### config.mk
export PLATFORM = sky130hd
export DESIGN_NAME = spi_seq_engine
export DESIGN_NICKNAME = d
export VERILOG_FILES = /design/src/rtl/spi_seq_pkg.sv /design/src/rtl/spi_clk_tick.sv /design/src/rtl/spi_shifter.sv /design/src/rtl/spi_seq_engine.sv
export SDC_FILE = /design/constraint.sdc
export NUM_CORES = 1
export LEC_CHECK = 0
export BUFFER_PORTS_ARGS = -buffer_cell sky130_fd_sc_hd__buf_2
export CAP_MARGIN = 5
export CELL_PAD_IN_SITES_DETAIL_PLACEMENT = 0
export CELL_PAD_IN_SITES_GLOBAL_PLACEMENT = 1
export CORE_MARGIN = 2
export CORE_UTILIZATION = 40
export CTS_CLUSTER_SIZE = 30
export DETAILED_ROUTE_END_ITERATION = 12
export HOLD_SLACK_MARGIN = 0.12
export MAX_ROUTING_LAYER = met4
export PLACE_DENSITY_LB_ADDON = 0.1
export SYNTH_ARGS = -nofsm -noshare
export SYNTH_HDL_FRONTEND = slang
export SYNTH_SLANG_ARGS = --single-unit
### constraint.sdc
create_clock -name clk -period 2.9 [get_ports clk]
set_input_delay 0.435 -clock clk [delete_from_list [all_inputs] [get_ports clk]]
set_output_delay 0.435 -clock clk [all_outputs]
set_load 0.02 [all_outputs]
### src/rtl/spi_seq_pkg.sv
package spi_seq_pkg;
    localparam int DATA_W = 64;
    localparam int SLOTS  = DATA_W / 8;
    localparam int PC_W   = $clog2(SLOTS);

    localparam logic [3:0] A_ERR  = 4'h0;
    localparam logic [3:0] A_CNT  = 4'h1;
    localparam logic [3:0] A_CLK  = 4'h3;
    localparam logic [3:0] A_TX   = 4'h5;
    localparam logic [3:0] A_RX   = 4'h6;
    localparam logic [3:0] A_SEQ  = 4'h7;
    localparam logic [3:0] A_STAT = 4'h8;

    localparam logic [3:0] OP_STOP = 4'h0;
    localparam logic [3:0] OP_SEL  = 4'h1;
    localparam logic [3:0] OP_OUT  = 4'h3;
    localparam logic [3:0] OP_IN   = 4'h4;
    localparam logic [3:0] OP_BR   = 4'hE;

    typedef enum logic [7:0] {
        ST_IDLE  = 8'h01,
        ST_FETCH = 8'h02,
        ST_SHIFT = 8'h04,
        ST_STALL = 8'h08
    } seq_state_e;
endpackage

### src/rtl/spi_clk_tick.sv
module spi_clk_tick #(
    parameter int DIV_W = 12
) (
    input  logic             clk,
    input  logic             rst_n,
    input  logic             en,
    input  logic [DIV_W-1:0] div,
    output logic             tick
);
    typedef struct packed {
        logic [DIV_W-1:0] cnt;
    } tick_t;

    tick_t t_d, t_q;

    // one tick every div+1 enabled clocks = one SCK half period
    always_comb begin
        t_d  = t_q;
        tick = 1'b0;
        if (!en) begin
            t_d.cnt = '0;
        end else if (t_q.cnt >= div) begin
            t_d.cnt = '0;
            tick    = 1'b1;
        end else begin
            t_d.cnt = t_q.cnt + 1'b1;
        end
    end

    always_ff @(posedge clk or negedge rst_n) begin
        if (!rst_n) t_q <= '0;
        else        t_q <= t_d;
    end

    a_r7_tick_only_enabled: assert property (@(posedge clk) disable iff (!rst_n)
        tick |-> en);
endmodule

### src/rtl/spi_shifter.sv
module spi_shifter
    import spi_seq_pkg::*;
#(
    parameter int DIV_W = 12
) (
    input  logic              clk,
    input  logic              rst_n,
    input  logic              start,
    input  logic              dir_out,
    input  logic [3:0]        nbytes,
    input  logic [DATA_W-1:0] load,
    input  logic [DIV_W-1:0]  div,
    input  logic              miso,
    output logic              busy,
    output logic              done,
    output logic              sck,
    output logic              mosi,
    output logic [DATA_W-1:0] sh_data
);
    localparam int BIT_W = $clog2(DATA_W + 1);

    typedef struct packed {
        logic              busy;
        logic              done;
        logic              sck;
        logic              dir_out;
        logic [BIT_W-1:0]  bits;
        logic [DATA_W-1:0] sh;
    } shf_t;

    shf_t s_d, s_q;
    logic tick;

    spi_clk_tick #(.DIV_W(DIV_W)) u_tick (
        .clk  (clk),
        .rst_n(rst_n),
        .en   (s_q.busy),
        .div  (div),
        .tick (tick)
    );

    always_comb begin
        s_d      = s_q;
        s_d.done = 1'b0;
        if (!s_q.busy) begin
            if (start) begin
                s_d.busy    = 1'b1;
                s_d.sck     = 1'b0;
                s_d.dir_out = dir_out;
                s_d.bits    = BIT_W'({nbytes, 3'b000});
                s_d.sh      = dir_out ? load : '0;
            end
        end else if (tick) begin
            if (!s_q.sck) begin
                // rising edge: sample
                s_d.sck = 1'b1;
                if (!s_q.dir_out) s_d.sh = {s_q.sh[DATA_W-2:0], miso};
            end else begin
                // falling edge: advance
                s_d.sck  = 1'b0;
                if (s_q.dir_out) s_d.sh = {s_q.sh[DATA_W-2:0], 1'b0};
                s_d.bits = s_q.bits - 1'b1;
                if (s_q.bits == BIT_W'(1)) begin
                    s_d.busy = 1'b0;
                    s_d.done = 1'b1;
                end
            end
        end
    end

    always_ff @(posedge clk or negedge rst_n) begin
        if (!rst_n) s_q <= '0;
        else        s_q <= s_d;
    end

    assign busy    = s_q.busy;
    assign done    = s_q.done;
    assign sck     = s_q.sck;
    assign mosi    = s_q.busy & s_q.dir_out & s_q.sh[DATA_W-1];
    assign sh_data = s_q.sh;

    a_r7_sck_moves_on_tick: assert property (@(posedge clk) disable iff (!rst_n)
        (s_q.busy && !tick) |=> $stable(sck));
    a_r7_sck_low_when_idle: assert property (@(posedge clk) disable iff (!rst_n)
        !busy |-> !sck);
endmodule

### src/rtl/spi_seq_engine.sv
module spi_seq_engine
    import spi_seq_pkg::*;
#(
    parameter int NCS    = 4,
    parameter int DIV_W  = 12,
    parameter int LOOP_W = 8
) (
    input  logic              clk,
    input  logic              rst_n,
    input  logic              reg_wr,
    input  logic              reg_rd,
    input  logic [3:0]        reg_addr,
    input  logic [DATA_W-1:0] reg_wdata,
    output logic [DATA_W-1:0] reg_rdata,
    output logic              spi_sck,
    output logic              spi_mosi,
    input  logic              spi_miso,
    output logic [NCS-1:0]    spi_cs_n
);
    localparam logic [3:0] NCS_N    = 4'(NCS);
    localparam logic [PC_W-1:0] PC_LAST = PC_W'(SLOTS - 1);

    typedef struct packed {
        seq_state_e        st;
        logic [PC_W-1:0]   pc;
        logic [DATA_W-1:0] prog;
        logic [LOOP_W-1:0] loops;
        logic [DIV_W-1:0]  div;
        logic [DATA_W-1:0] tx;
        logic              tx_full;
        logic [DATA_W-1:0] rx;
        logic              rx_full;
        logic              tx_ovr;
        logic              tx_udr;
        logic              rx_ovr;
        logic              rx_udr;
        logic [3:0]        cs_sel;
        logic              shift_in;
    } eng_t;

    eng_t e_d, e_q;

    logic              sh_start, sh_dir_out, sh_busy, sh_done;
    logic [3:0]        sh_nbytes;
    logic [DATA_W-1:0] sh_data;
    logic [DATA_W-1:0] slot_w;
    logic [7:0]        op;
    logic [3:0]        nb;
    logic              go_next, go_stop;

    spi_shifter #(.DIV_W(DIV_W)) u_shifter (
        .clk    (clk),
        .rst_n  (rst_n),
        .start  (sh_start),
        .dir_out(sh_dir_out),
        .nbytes (sh_nbytes),
        .load   (e_q.tx),
        .div    (e_q.div),
        .miso   (spi_miso),
        .busy   (sh_busy),
        .done   (sh_done),
        .sck    (spi_sck),
        .mosi   (spi_mosi),
        .sh_data(sh_data)
    );

    always_comb begin
        e_d        = e_q;
        sh_start   = 1'b0;
        sh_dir_out = 1'b0;
        sh_nbytes  = '0;
        go_next    = 1'b0;
        go_stop    = 1'b0;
        slot_w     = e_q.prog << {e_q.pc, 3'b000};
        op         = slot_w[DATA_W-1 -: 8];
        nb         = (op[3:0] > 4'd8) ? 4'd8 : op[3:0];

        // ---- sequencer ----
        case (e_q.st)
            ST_FETCH, ST_STALL: begin
                case (op[7:4])
                    OP_SEL: begin
                        e_d.cs_sel = (op[3:0] <= NCS_N) ? op[3:0] : 4'd0;
                        go_next    = 1'b1;
                    end
                    OP_OUT: begin
                        if (nb == 4'd0) begin
                            go_next = 1'b1;
                        end else if (e_q.tx_full) begin
                            sh_start     = 1'b1;
                            sh_dir_out   = 1'b1;
                            sh_nbytes    = nb;
                            e_d.tx_full  = 1'b0;
                            e_d.shift_in = 1'b0;
                            e_d.st       = ST_SHIFT;
                        end else begin
                            e_d.tx_udr = 1'b1;
                            e_d.st     = ST_STALL;
                        end
                    end
                    OP_IN: begin
                        if (nb == 4'd0) begin
                            go_next = 1'b1;
                        end else if (!e_q.rx_full) begin
                            sh_start     = 1'b1;
                            sh_nbytes    = nb;
                            e_d.shift_in = 1'b1;
                            e_d.st       = ST_SHIFT;
                        end else begin
                            e_d.rx_ovr = 1'b1;
                            e_d.st     = ST_STALL;
                        end
                    end
                    OP_BR: begin
                        if (e_q.loops != '0) begin
                            e_d.loops = e_q.loops - 1'b1;
                            e_d.pc    = op[PC_W-1:0];
                            e_d.st    = ST_FETCH;
                        end else begin
                            go_next = 1'b1;
                        end
                    end
                    OP_STOP: go_stop = 1'b1;
                    default: go_stop = 1'b1;
                endcase
            end
            ST_SHIFT: begin
                if (sh_done) begin
                    if (e_q.shift_in) begin
                        e_d.rx      = sh_data;
                        e_d.rx_full = 1'b1;
                    end
                    go_next = 1'b1;
                end
            end
            default: ;
        endcase

        if (go_next) begin
            if (e_q.pc == PC_LAST) begin
                go_stop = 1'b1;
            end else begin
                e_d.pc = e_q.pc + 1'b1;
                e_d.st = ST_FETCH;
            end
        end
        if (go_stop) begin
            e_d.st     = ST_IDLE;
            e_d.pc     = '0;
            e_d.cs_sel = 4'd0;
        end

        // ---- host register port ----
        if (reg_wr) begin
            case (reg_addr)
                A_CNT:  e_d.loops = reg_wdata[32 +: LOOP_W];
                A_CLK:  e_d.div   = reg_wdata[DATA_W-1 -: DIV_W];
                A_TX: begin
                    if (e_q.tx_full) begin
                        e_d.tx_ovr = 1'b1;
                    end else begin
                        e_d.tx      = reg_wdata;
                        e_d.tx_full = 1'b1;
                    end
                end
                A_SEQ: begin
                    if (e_q.st == ST_IDLE) begin
                        e_d.prog = reg_wdata;
                        e_d.pc   = '0;
                        e_d.st   = ST_FETCH;
                    end
                end
                A_STAT: begin
                    if (reg_wdata == '0) begin
                        e_d.tx_ovr = 1'b0;
                        e_d.tx_udr = 1'b0;
                        e_d.rx_ovr = 1'b0;
                        e_d.rx_udr = 1'b0;
                    end
                end
                default: ;
            endcase
        end
        if (reg_rd && (reg_addr == A_RX)) begin
            if (e_q.rx_full) e_d.rx_full = 1'b0;
            else             e_d.rx_udr  = 1'b1;
        end
    end

    always_ff @(posedge clk or negedge rst_n) begin
        if (!rst_n) begin
            e_q    <= '0;
            e_q.st <= ST_IDLE;
        end else begin
            e_q <= e_d;
        end
    end

    always_comb begin
        reg_rdata = '0;
        case (reg_addr)
            A_ERR:  reg_rdata = '0;
            A_CNT:  reg_rdata[32 +: LOOP_W] = e_q.loops;
            A_CLK:  reg_rdata[DATA_W-1 -: DIV_W] = e_q.div;
            A_TX:   reg_rdata = e_q.tx;
            A_RX:   reg_rdata = e_q.rx;
            A_SEQ:  reg_rdata = e_q.prog;
            A_STAT: begin
                reg_rdata[63]    = e_q.rx_full;
                reg_rdata[62]    = e_q.rx_ovr;
                reg_rdata[61]    = e_q.rx_udr;
                reg_rdata[59]    = e_q.tx_full;
                reg_rdata[58]    = e_q.tx_ovr;
                reg_rdata[57]    = e_q.tx_udr;
                reg_rdata[55:48] = e_q.st;
            end
            default: ;
        endcase
    end

    for (genvar i = 0; i < NCS; i++) begin : g_cs
        assign spi_cs_n[i] = (e_q.cs_sel != 4'(i + 1));
    end

    a_r3_cs_onehot: assert property (@(posedge clk) disable iff (!rst_n)
        $onehot0(~spi_cs_n));
    a_r2_idle_releases_cs: assert property (@(posedge clk) disable iff (!rst_n)
        (e_q.st == ST_IDLE) |-> (&spi_cs_n));
    a_r4_out_needs_data: assert property (@(posedge clk) disable iff (!rst_n)
        (sh_start && sh_dir_out) |-> (e_q.tx_full && !sh_busy));
    a_r10_in_needs_room: assert property (@(posedge clk) disable iff (!rst_n)
        (sh_start && !sh_dir_out) |-> !e_q.rx_full);
    a_r8_tx_write_fills: assert property (@(posedge clk) disable iff (!rst_n)
        (reg_wr && reg_addr == A_TX && !e_q.tx_full) |=> e_q.tx_full);
    a_r5_in_done_fills_rx: assert property (@(posedge clk) disable iff (!rst_n)
        (sh_done && e_q.shift_in) |=> e_q.rx_full);
endmodule

Word-level counts from Yosys, hierarchy flattened:

Index checks and enable logic that the tools add are counted.

* input port bits: 73
* output and inout port bits: 70
* flip-flop bits (word level): 321
* logic and storage cells: 192

* $add $sub $neg: 4
* eq/ne operators: 30
* shifts and indexed selects: 1
* reduce and logical (&&, ||, !) cells: 23
* bitwise logic cells: 4
* muxes and demuxes: 105
* magnitude comparators: 3

Operator list (number)
* 64-bit two-way mux: 4
* 160-bit two-way mux: 1
* 75-bit two-way mux: 2
* 71-bit two-way mux: 2
* 65-bit two-way mux: 2
* 32-bit case mux with 3 select lines: 1
* 73-bit two-way mux: 1
* 64-bit logical NOT: 1
* 64-bit by 6-bit left shift with 64-bit output: 1
* 11-bit two-way mux: 5
* 4-bit two-way mux: 12
* 8-bit two-way mux: 6
* 8-bit case mux with 3 select lines: 2
* 1-bit two-way mux: 42
* 12-bit two-way mux: 3
* 8-bit case mux with 4 select lines: 1
* 3-bit case mux with 5 select lines: 2
* 4-bit case mux with 5 select lines: 1
* 4-bit by 3-bit == test with 1-bit output, second input constant: 4
* 2-bit != test, second input constant: 8
* 4-bit case mux with 4 select lines: 1
* 12-bit by 1-bit adder with 12-bit output, second input constant: 1
* 12-bit greater-or-equal comparator: 1
* 3-bit two-way mux: 4
* 37 further kinds: 62

Logic depth before layout (Yosys ltp):

Gate-level depths: netlist of the first run.

* word-level depth: 13
* depth in mapped cells: 10
* depth with buffers taken out: 9

Cells and area by module:

Synthesis of the first run repeated with hierarchy kept, for this count alone.

* cell total of the unflattened synthesis: 1352
* area total of the unflattened synthesis: 16213.0 um2

By module, submodules not included
* spi_seq_engine: cells an instance 909, area an instance 11089.4 um2, times used 1
* spi_shifter: cells an instance 346, area an instance 4169.0 um2, times used 1
* spi_clk_tick: cells an instance 97, area an instance 954.7 um2, times used 1

Worst setup path before layout of the first run:

No wires, ideal clock.

* path type: flip-flop to flip-flop
* start point: reg e_q[150] (netlist bit)
* end point: reg u_shifter.s_q, in the netlist u_shifter.sh_data[10]
* slack: -17 ps
* arrival: 2792 ps
* cell stages (with the launch flop): 10
* library setup time: 125 ps
* period minus slack after synthesis: 2917 ps
* cell sequence: dfrtp_1 > inv_1 > ha_1 > a2111o_1 > a2111oi_0 > o31a_1 > nor2_1 > a31oi_4 > buf_6 > mux2_2

* word-level cells in the longest chain between the ends: 5

Ends and longest elaborated chain
* from (decl): RTL line spi_seq_engine.sv:41 `eng_t e_d, e_q;`
* 12-bit greater-or-equal comparator: RTL line spi_clk_tick.sv:22 `end else if (t_q.cnt >= div) begin`
* 1-bit two-way mux: RTL line spi_clk_tick.sv:22
* 1-bit two-way mux: RTL line spi_clk_tick.sv:20 `if (!en) begin`
* 2-bit != test (no source line)
* 4-bit AND reduction (no source line)
* to (signal assigned): RTL line spi_shifter.sv:72 `if (!rst_n) s_q <= '0;`
* to (signal assigned): RTL line spi_shifter.sv:73 `else s_q <= s_d;`
* to (decl): RTL line spi_shifter.sv:31 `shf_t s_d, s_q;`

Every way passes these cells.
A chain may end at the register's enable or synchronous reset.

Worst setup path in the final report of the first run:

* start point: reg e_q[223] (netlist bit)
* end point: reg u_shifter.s_q, in the netlist u_shifter.sh_data[13]

* word-level cells in the longest chain between the ends: 10
* elaborated cells on any way between the ends: 17
* those cells by class: order compare (1); eq/ne (2); shift (1); mux (10); reduce/logical (3)

Ends and longest elaborated chain
* 64-bit by 6-bit left shift with 64-bit output (*): RTL line spi_seq_engine.sv:74 `slot_w = e_q.prog << {e_q.pc, 3'b000};`
* 4-bit greater-than comparator: RTL line spi_seq_engine.sv:76 `nb = (op[3:0] > 4'd8) ? 4'd8 : op[3:0];`
* 4-bit two-way mux: RTL line spi_seq_engine.sv:76
* 4-bit logical NOT: RTL line spi_seq_engine.sv:87, spi_seq_engine.sv:102
* 1-bit two-way mux: RTL line spi_seq_engine.sv:87 `if (nb == 4'd0) begin`
* 1-bit two-way mux: RTL line spi_seq_engine.sv:81 `case (op[7:4])`
* 1-bit two-way mux: RTL line spi_seq_engine.sv:79 `case (e_q.st)`
* 64-bit two-way mux: RTL line spi_shifter.sv:51 `s_d.sh = dir_out ? load : '0;`
* 73-bit two-way mux: RTL line spi_shifter.sv:46 `if (start) begin`
* 71-bit two-way mux: RTL line spi_shifter.sv:45 `if (!s_q.busy) begin`

Mark *: on every way between the ends. The rest lies on a longest branch, timed or not. The select of a mux whose other input is x is not followed.

==> results.json, run 1 <==
{
  "synthArstFlopShare_pct": 100,
  "worstPathMaxFanout": 8,
  "initial_utilization_pct": 40.4,
  "syn-num-nets": 1363,
  "skew_pair_late_insertion_delay_ps": 560,
  "fp.dieArea_um2": 40600,
  "synth_area_per_cell_um2": 12.3,
  "synth_sequential_area_ratio_pct": 51.5,
  "reg2reg_to": "u_shifter.sh_data[13]$_DFFE_PN0P_",
  "arrival_ps": 3340,
  "grt_setup_unrepaired": "true",
  "power-per-cell-area_nw_per_um2": 796,
  "multi_input_comb_area_um2": 7430,
  "hold_path_startpoint": "reg_wdata[7]",
  "clockRootBuffer": "sky130_fd_sc_hd__clkbuf_16",
  "reg2reg_from": "e_q[223]$_DFF_PN0_",
  "final.period_utilization_pct": 100,
  "htree_num_levels": 2,
  "warning_count_from_the_yosys_run": 0,
  "post_synth_num_cell_types": 68,
  "fmaxAchievable_mhz": 344,
  "placementRows": 72,
  "finalHoldViolations": 0,
  "synth.cell_area_um2": 15600,
  "vias": 11400,
  "ff2ff_setup_slack_ps": -3,
  "timing.final.crit_period_ps": 2900,
  "clock_power_share_pct": 31.4,
  "min-delay-path-class": "in2reg",
  "route.final.wire_length_mm": 50.8,
  "drt-wirelength-per-cell_um": 25.0,
  "worst_tran_pin_value_ps": 763,
  "drv_cap": 0,
  "floorplan.die.height_um": 201,
  "cts_buffers": 38,
  "cellInternalPower_uw": 10300,
  "core_area_um2": 38600,
  "finClkSkew_ps": 21.6,
  "firstDrtPassIters": 6,
  "synth_enable_flop_cells": 0,
  "fin_hold_ws_ps": 144,
  "drt_iter0_markers": 830,
  "number_of_global_route_vias_before_repair": 11700,
  "vdd_drop_max_mv": 0.443,
  "area.growth.synth_to_final_pct": 24.2,
  "yosys_most_used_dff": "sky130_fd_sc_hd__dfrtp_1",
  "fin_total_pwr_uw": 15400,
  "setup.worst_path.end_class": "flop",
  "chipWidth_um": 201,
  "dpl.hpwl_mm": 35.6,
  "final_antenna_net_count": 0,
  "critical_path_class": "reg2reg",
  "ios": 143,
  "antenna_found_initial": 1,
  "pwr-share-comb_pct": 25.2,
  "run_status": "finished with violations",
  "cellLeakagePower_uw": 0.00934,
  "final-setup-viol-count": 5,
  "timing.critical_path.required_ps": 3340,
  "min_path_cells": 2,
  "grt_first_pass_wirelength_mm": 76.7,
  "power.switching_uw": 5050,
  "seq_power_share_pct": 43.4,
  "synth_seq_cells": 321,
  "clock_sink_total": 321,
  "commonest_non_fill_non_tap_cell_in_the_layout": "sky130_fd_sc_hd__dfrtp_1",
  "clock_tree_from_tritoncts": "built",
  "fin_nets": 1579,
  "timing.hold.worst_endpoint": "e_q[82]$_DFFE_PN0P_",
  "worst-r2r-cell-count": 11,
  "post-route-drc-count": 0,
  "violations_in_the_final_reports": "negative setup slack",
  "grt_max_degree": 80,
  "ctsLongestPathBuffers": 3,
  "fill_cells": 3527,
  "layout.cells.most_common_list": "sky130_fd_sc_hd__dfrtp_1 (318), sky130_fd_sc_hd__mux2_2 (245), sky130_fd_sc_hd__buf_2 (141), sky130_fd_sc_hd__nand2_1 (136), sky130_fd_sc_hd__buf_4 (85)",
  "report.final.slew_viol_count": 0,
  "grt.total_usage_pct": 25.8,
  "gp_congestion": 0.837,
  "clk_pin_slew_ps": 60,
  "drive_above_1_share_pct": 42.1,
  "worst_slack_ps": -2.79,
  "io_buffers": 142,
  "critPathLaunchType": "flop",
  "power_switching_share_pct": 32.8,
  "slew-limit-headroom_pct": 48.6,
  "overflow": 0,
  "register_area_um2": 8040,
  "synthesis.instances": 1272,
  "routed_via_density": 5.62
}
==> sequential cells by signal, summed over array words and instances, names as in the netlist <==
name and count:
u_shifter.s_q 8, u_shifter.busy 1, e_q 234, u_shifter.u_tick.t_q 12, u_shifter.sh_data 64, u_shifter.done 1
u_shifter.sck 1
==> worst max-delay path, cell delays in order, from the launching register on <==
cell	delay (ps)
sky130_fd_sc_hd__dfrtp_2	420
sky130_fd_sc_hd__clkbuf_16	160
sky130_fd_sc_hd__mux4_2	540
sky130_fd_sc_hd__mux2_4	310
sky130_fd_sc_hd__nor4_4	220
sky130_fd_sc_hd__buf_4	170
sky130_fd_sc_hd__o211ai_4	90
sky130_fd_sc_hd__nor2_4	150
sky130_fd_sc_hd__a31oi_4	60
sky130_fd_sc_hd__buf_12	200
sky130_fd_sc_hd__clkbuf_16	170
sky130_fd_sc_hd__mux2_4	290
==> repair_timing <==
item | CTS | global route
endpoints found under the setup margin | 70 | 76
buffers inserted | 1 | 11
hold buffers | 1 | 0
endpoints found under the hold margin | 70 | 0
gates resized for setup | 13 | 54
pin swaps | 4 | 8
cloned | 0 | 3
==> synth_stat cells, types with 3 or more instances <==
master | number | area [um^2]
sky130_fd_sc_hd__dfrtp_1 | 320 | 8010
sky130_fd_sc_hd__mux2_2 | 263 | 2960
sky130_fd_sc_hd__nand2_1 | 137 | 514
sky130_fd_sc_hd__a22oi_1 | 70 | 526
sky130_fd_sc_hd__a22o_1 | 64 | 561
sky130_fd_sc_hd__clkbuf_1 | 56 | 210
sky130_fd_sc_hd__nor2_1 | 54 | 203
sky130_fd_sc_hd__inv_1 | 23 | 86.3
sky130_fd_sc_hd__nor4_1 | 22 | 138
sky130_fd_sc_hd__ha_1 | 18 | 225
sky130_fd_sc_hd__nand3_1 | 16 | 80.1
sky130_fd_sc_hd__a21oi_1 | 15 | 75.1
sky130_fd_sc_hd__o21ai_0 | 15 | 75.1
sky130_fd_sc_hd__a222oi_1 | 14 | 140
sky130_fd_sc_hd__mux2i_1 | 12 | 120
sky130_fd_sc_hd__mux4_2 | 11 | 248
sky130_fd_sc_hd__nor3_1 | 10 | 50.1
sky130_fd_sc_hd__mux2_4 | 9 | 135
sky130_fd_sc_hd__buf_2 | 8 | 40.0
sky130_fd_sc_hd__buf_6 | 8 | 90.1
sky130_fd_sc_hd__xnor2_1 | 8 | 70.1
sky130_fd_sc_hd__buf_1 | 7 | 26.3
sky130_fd_sc_hd__nand4_1 | 7 | 43.8
sky130_fd_sc_hd__o22ai_1 | 7 | 43.8
sky130_fd_sc_hd__xor2_1 | 7 | 61.3
sky130_fd_sc_hd__and3_1 | 6 | 37.5
sky130_fd_sc_hd__nand3b_1 | 6 | 45.0
sky130_fd_sc_hd__a21o_1 | 5 | 37.5
sky130_fd_sc_hd__mux4_1 | 5 | 131
sky130_fd_sc_hd__o21a_1 | 5 | 37.5
sky130_fd_sc_hd__and2_1 | 4 | 25.0
sky130_fd_sc_hd__nand2b_1 | 4 | 25.0
sky130_fd_sc_hd__nor4b_1 | 4 | 35.0
sky130_fd_sc_hd__or4_1 | 4 | 30.0
sky130_fd_sc_hd__and2_0 | 3 | 18.8
sky130_fd_sc_hd__nor3b_1 | 3 | 22.5
sky130_fd_sc_hd__o32ai_1 | 3 | 26.3
==> logic make-up (layout without fill, tap and decap cells) <==
kind of cell / count (synthesis) / after routing / share of synthesized area, %
compound gates: 220 / 220 / 11.0
xor+xnor: 15 / 15 / 0.843
fa+ha+maj: 18 / 18 / 1.45
buf+inv: 102 / 347 / 2.91
flops: 321 / 321 / 51.5
mux: 301 / 301 / 23.2
other cells: 0 / 1 / 0
simple gates: 295 / 295 / 9.06
==> power groups by stage <==
stage | logic, uW | registers [uW] | clock network (uW)
after floorplan | 2260 | 6000 | 0
after detailed placement | 3400 | 6750 | 0
after CTS | 3490 | 6670 | 4940
after global routing | 4190 | 6780 | 5130
after global placement | 3340 | 6730 | 0
final | 3880 | 6690 | 4840
==> metrics by stage <==
stage / cells / setup slack, ps / utilization, % / instance area (um^2) / TNS [ps]
floorplan: 1272 / 8.63 / - / 15600 / 0
CTS: 2021 / 2.13 / 49.1 / 18900 / 0
finish: 2036 / -2.79 / 50.2 / 19300 / -6.35
global route: 2036 / -66.3 / 50.2 / 19300 / -2030
global placement: 1950 / -166 / 45.7 / 17600 / -9840
detailed placement: 1950 / -204 / 45.7 / 17600 / -11250
==> layer usage <==
layer | part of all wire (%) | vias up | routed length (um) | track usage (%)
li1 | - | 5169 | - | -
met4 | 2.2 | 0 | 1120 | 7.30
met5 | 0 | - | 0 | -
met2 | 47 | 261 | 24000 | 40.4
met1 | 46 | 5944 | 23500 | 35.4
met3 | 4.3 | 61 | 2190 | 3.50
==> layout make-up <==
class / instances / share of cell area [%]
Tap cell: 518 / 3.35
Multi-Input combinational cell: 849 / 38.4
Clock buffer: 61 / 5.99
Antenna cell: 1 / 0.0129
Timing Repair Buffer: 255 / 9.74
Inverter: 23 / 0.446
Sequential cell: 321 / 41.5
Clock inverter: 8 / 0.511
==> worst max-delay path by stage <==
stage,start,end,slack [ps],cells after the start
CTS,e_q[223]$_DFF_PN0_,u_shifter.sh_data[21]$_DFFE_PN0P_,2,11
floorplan,e_q[223]$_DFF_PN0_,u_shifter.sh_data[10]$_DFFE_PN0P_,9,10
global route,e_q[223]$_DFF_PN0_,u_shifter.sh_data[13]$_DFFE_PN0P_,-70,11
finish,e_q[223]$_DFF_PN0_,u_shifter.sh_data[13]$_DFFE_PN0P_,-3,11
detailed placement,e_q[223]$_DFF_PN0_,e_q[223]$_DFF_PN0_,-200,10
global placement,e_q[150]$_DFFE_PN0P_,u_shifter.sh_data[24]$_DFFE_PN0P_,-170,11
Note: power is estimated with default switching activity, not from simulation.
==> inputs of run 2 (changes only) <==
--- a/config.mk
+++ b/config.mk
@@ -16,6 +16,8 @@
 export HOLD_SLACK_MARGIN = 0.12
 export MAX_ROUTING_LAYER = met4
 export PLACE_DENSITY_LB_ADDON = 0.1
+export SLEW_MARGIN = 15
 export SYNTH_ARGS = -nofsm -noshare
 export SYNTH_HDL_FRONTEND = slang
+export SYNTH_HIERARCHICAL = 1
 export SYNTH_SLANG_ARGS = --single-unit
==> run 2 against run 1 <==
Compared with the run above:
- clock skew shrank 9.5 ps
- register-to-register slack lost 60 ps
- global-route usage fell by 1.2 points
- utilization decreased by 2.1 points
- largest cell class unchanged
- critical path type unchanged
- the flow still finishes with violations (negative setup slack)
- critical endpoint is now u_shifter/sh_data[6]$_DFFE_PN0P_
==> results.json, run 2 <==
{
  "run_status": "finished with violations",
  "violations_in_the_final_reports": "negative setup slack",
  "fmaxAchievable_mhz": 337,
  "critical_path_class": "reg2reg",
  "final_antenna_net_count": 0,
  "power-per-cell-area_nw_per_um2": 748,
  "htree_num_levels": 2,
  "final-setup-viol-count": 52,
  "final_non_filler_cells": 2026,
  "grt_setup_unrepaired": "true",
  "drt-wirelength-per-cell_um": 24.3,
  "ctsLongestPathBuffers": 3,
  "critical-path-slowest-cell": "sky130_fd_sc_hd__mux4_2",
  "cts_buffers": 39,
  "post_synth_num_cell_types": 74,
  "finClkSkew_ps": 12.1,
  "yosys_most_used_dff": "sky130_fd_sc_hd__dfrtp_1",
  "synth_largest_area_cell": "sky130_fd_sc_hd__dfrtp_1",
  "route.final.wire_length_mm": 49.3,
  "commonest_non_fill_non_tap_cell_in_the_layout": "sky130_fd_sc_hd__dfrtp_1",
  "core_util_final_pct": 48.1,
  "routed_via_density": 5.66,
  "grt_max_degree": 73,
  "setup.worst_path.end_class": "flop",
  "hold_path_startpoint": "reg_wdata[11]",
  "report.final.slew_viol_count": 0,
  "synth_area_per_cell_um2": 12.0,
  "vias": 11500,
  "critical_path.max_stage_delay_ps": 510,
  "vdd_drop_max_mv": 0.414,
  "fin_total_pwr_uw": 14300,
  "synthArstFlopShare_pct": 100,
  "slew-limit-headroom_pct": 47.9,
  "critPathLaunchType": "flop",
  "layout.cells.most_common_list": "sky130_fd_sc_hd__dfrtp_1 (318), sky130_fd_sc_hd__mux2_2 (265), sky130_fd_sc_hd__nand2_1 (143), sky130_fd_sc_hd__buf_2 (141), sky130_fd_sc_hd__a22o_1 (63)",
  "clk_pin_slew_ps": 60,
  "initial_utilization_pct": 40.6,
  "area_contributors_post_synth": "sky130_fd_sc_hd__dfrtp_1 (49%), sky130_fd_sc_hd__mux2_2 (18%), sky130_fd_sc_hd__a22o_1 (3.4%)",
  "reg2reg_from": "e_q[223]$_DFF_PN0_",
  "chipWidth_um": 205,
  "finalHoldViolations": 0,
  "post-place-cells": 1948,
  "final.period_utilization_pct": 102,
  "grt_first_pass_wirelength_mm": 75.1,
  "grt.total_usage_pct": 24.6,
  "worst_tran_pin_value_ps": 780,
  "number_of_global_route_vias_before_repair": 11600,
  "cellLeakagePower_uw": 0.00921,
  "worst-path-buf-inv": 2,
  "top_register": "e_q",
  "clock_tree_from_tritoncts": "built",
  "gp_congestion": 0.877,
  "skew_pair_late_insertion_delay_ps": 550,
  "commonest_cells_in_the_synthesized_netlist": "sky130_fd_sc_hd__dfrtp_1 (320), sky130_fd_sc_hd__mux2_2 (266), sky130_fd_sc_hd__nand2_1 (145)",
  "dpl.hpwl_mm": 34.3,
  "fill_cells": 3606,
  "floorplan.die.height_um": 205,
  "min-delay-path-class": "in2reg",
  "core_area_um2": 39900,
  "timing.critical_path.required_ps": 3330,
  "fin_nets": 1565,
  "drv_cap": 0,
  "firstDrtPassIters": 8,
  "worstPathMaxFanout": 32,
  "worst_slack_ps": -64.8,
  "preCtsSetupSlack_ps": -44.7,
  "cell_by_cell_trace_of_the_critical_path": "clkbuf_16, mux4_2, mux2i_1, nand4_1, o22ai_2, and3_4, nand2b_4, o21ai_4, buf_12, mux2_2",
  "cp-startpoint": "e_q[223]$_DFF_PN0_",
  "clockRootBuffer": "sky130_fd_sc_hd__clkbuf_16",
  "synth.cell_area_um2": 16200,
  "synth_sequential_area_ratio_pct": 49.6,
  "post-route-drc-count": 0,
  "clock_sink_total": 321,
  "ios": 143,
  "synth_top_area_share_pct": 49.4,
  "drt_iter0_markers": 672,
  "largest_reg_flops": 234,
  "area.growth.synth_to_final_pct": 18.4,
  "synth_enable_flop_cells": 0,
  "warning_count_from_the_yosys_run": 6,
  "timing.final.crit_period_ps": 2960,
  "io_buffers": 142,
  "synthesis.instances": 1352,
  "drive_above_1_share_pct": 41.6,
  "placementRows": 73,
  "syn-num-nets": 1443,
  "timing.critical_path.max_delay_family": "multiplexers",
  "synth_seq_cells": 321,
  "antenna_found_initial": 1,
  "fp.dieArea_um2": 42200,
  "arrival_ps": 3400,
  "synth_most_common_cell": "sky130_fd_sc_hd__dfrtp_1",
  "fin_tns_setup_ps": -1760,
  "overflow": 0
}
## run 2: cell count changes after synthesis, sizes merged, moves of 8 or more
| cell | delta |
|---|---|
| buf | +79 |
| a22oi | -20 |
| nor3 | +15 |
| a222oi | +11 |
| clkbuf | -11 |
| nor2 | -10 |
| nand2 | +8 |
## run 2: worst reg2reg max path, cell delays in order, from the launching register on
cell	delay, ps
sky130_fd_sc_hd__dfrtp_2	430
sky130_fd_sc_hd__clkbuf_16	190
sky130_fd_sc_hd__mux4_2	510
sky130_fd_sc_hd__mux2i_1	270
sky130_fd_sc_hd__nand4_1	190
sky130_fd_sc_hd__o22ai_2	170
sky130_fd_sc_hd__and3_4	240
sky130_fd_sc_hd__nand2b_4	70
sky130_fd_sc_hd__o21ai_4	100
sky130_fd_sc_hd__buf_12	250
sky130_fd_sc_hd__mux2_2	420
## run 2: power by group
group          leakage, uW  switching, uW  internal, uW
Combinational      0.00426           1670          1620
Clock             0.000631           1890          3010
Sequential         0.00431            974          5190
## run 2: logic make-up (layout without fill, tap and decap cells)
logic type,count (synthesis),in the layout,synth area share [%]
buffers and inverters,175,323,6.09
and+or+nand+nor,316,316,9.81
DFF,321,321,49.6
muxes,307,307,22.3
xor gates and xnor gates,16,16,0.864
adders and majority gates,18,18,1.39
AOI/OAI and AO/OA,199,199,9.96
other,0,1,0
## run 2: timing repair
item / 4_1_cts / 5_1_grt
hold buffers: 3 / 0
hold endpoints to repair: 59 / 0
endpoints found under the setup margin: 42 / 80
resized for setup: 7 / 22
setup buffers: 0 / 6
gates cloned: 0 / 1
pin swaps: 0 / 7
## run 2: stage by stage
stage	area, um^2	hold WS [ps]
final	19200	150
after global routing	19200	140
after CTS	19000	124
after detailed placement	17700	388
after global placement	17700	382
after floorplan	16400	139
## run 2: routing by layer
metal	part of all wire (%)	up-vias	global-route usage (%)
met5	0	-	-
met1	47	5933	35.1
met4	2.8	0	7.84
met2	45	276	36.4
met3	4.5	70	3.22
li1	-	5183	-
## run 2: path summary, 6_finish.rpt
check	end	slack, ps	cells past startpoint
setup / recovery	u_shifter/sh_data[6]$_DFFE_PN0P_	-60	10
hold / removal	e_q[170]$_DFFE_PN0P_	150	2
setup reg to reg	u_shifter/sh_data[6]$_DFFE_PN0P_	-60	10
hold reg to reg	e_q[231]$_DFF_PN0_	400	0
max in group asynchronous	e_q[96]$_DFFE_PN0P_	1570	3
min in group asynchronous	e_q[120]$_DFFE_PN0P_	460	2
## run 2: layout make-up
class | count | area [um^2] | share of cell area (%)
flip-flops and latches | 321 | 8040 | 41.9
multi-input cells | 856 | 7430 | 38.7
repair buffers | 228 | 1680 | 8.77
inverters | 28 | 105 | 0.548
well taps | 525 | 657 | 3.42
clock buffers | 62 | 1200 | 6.28
diodes | 1 | 2.50 | 0.0130
clock inverters | 5 | 78.8 | 0.411
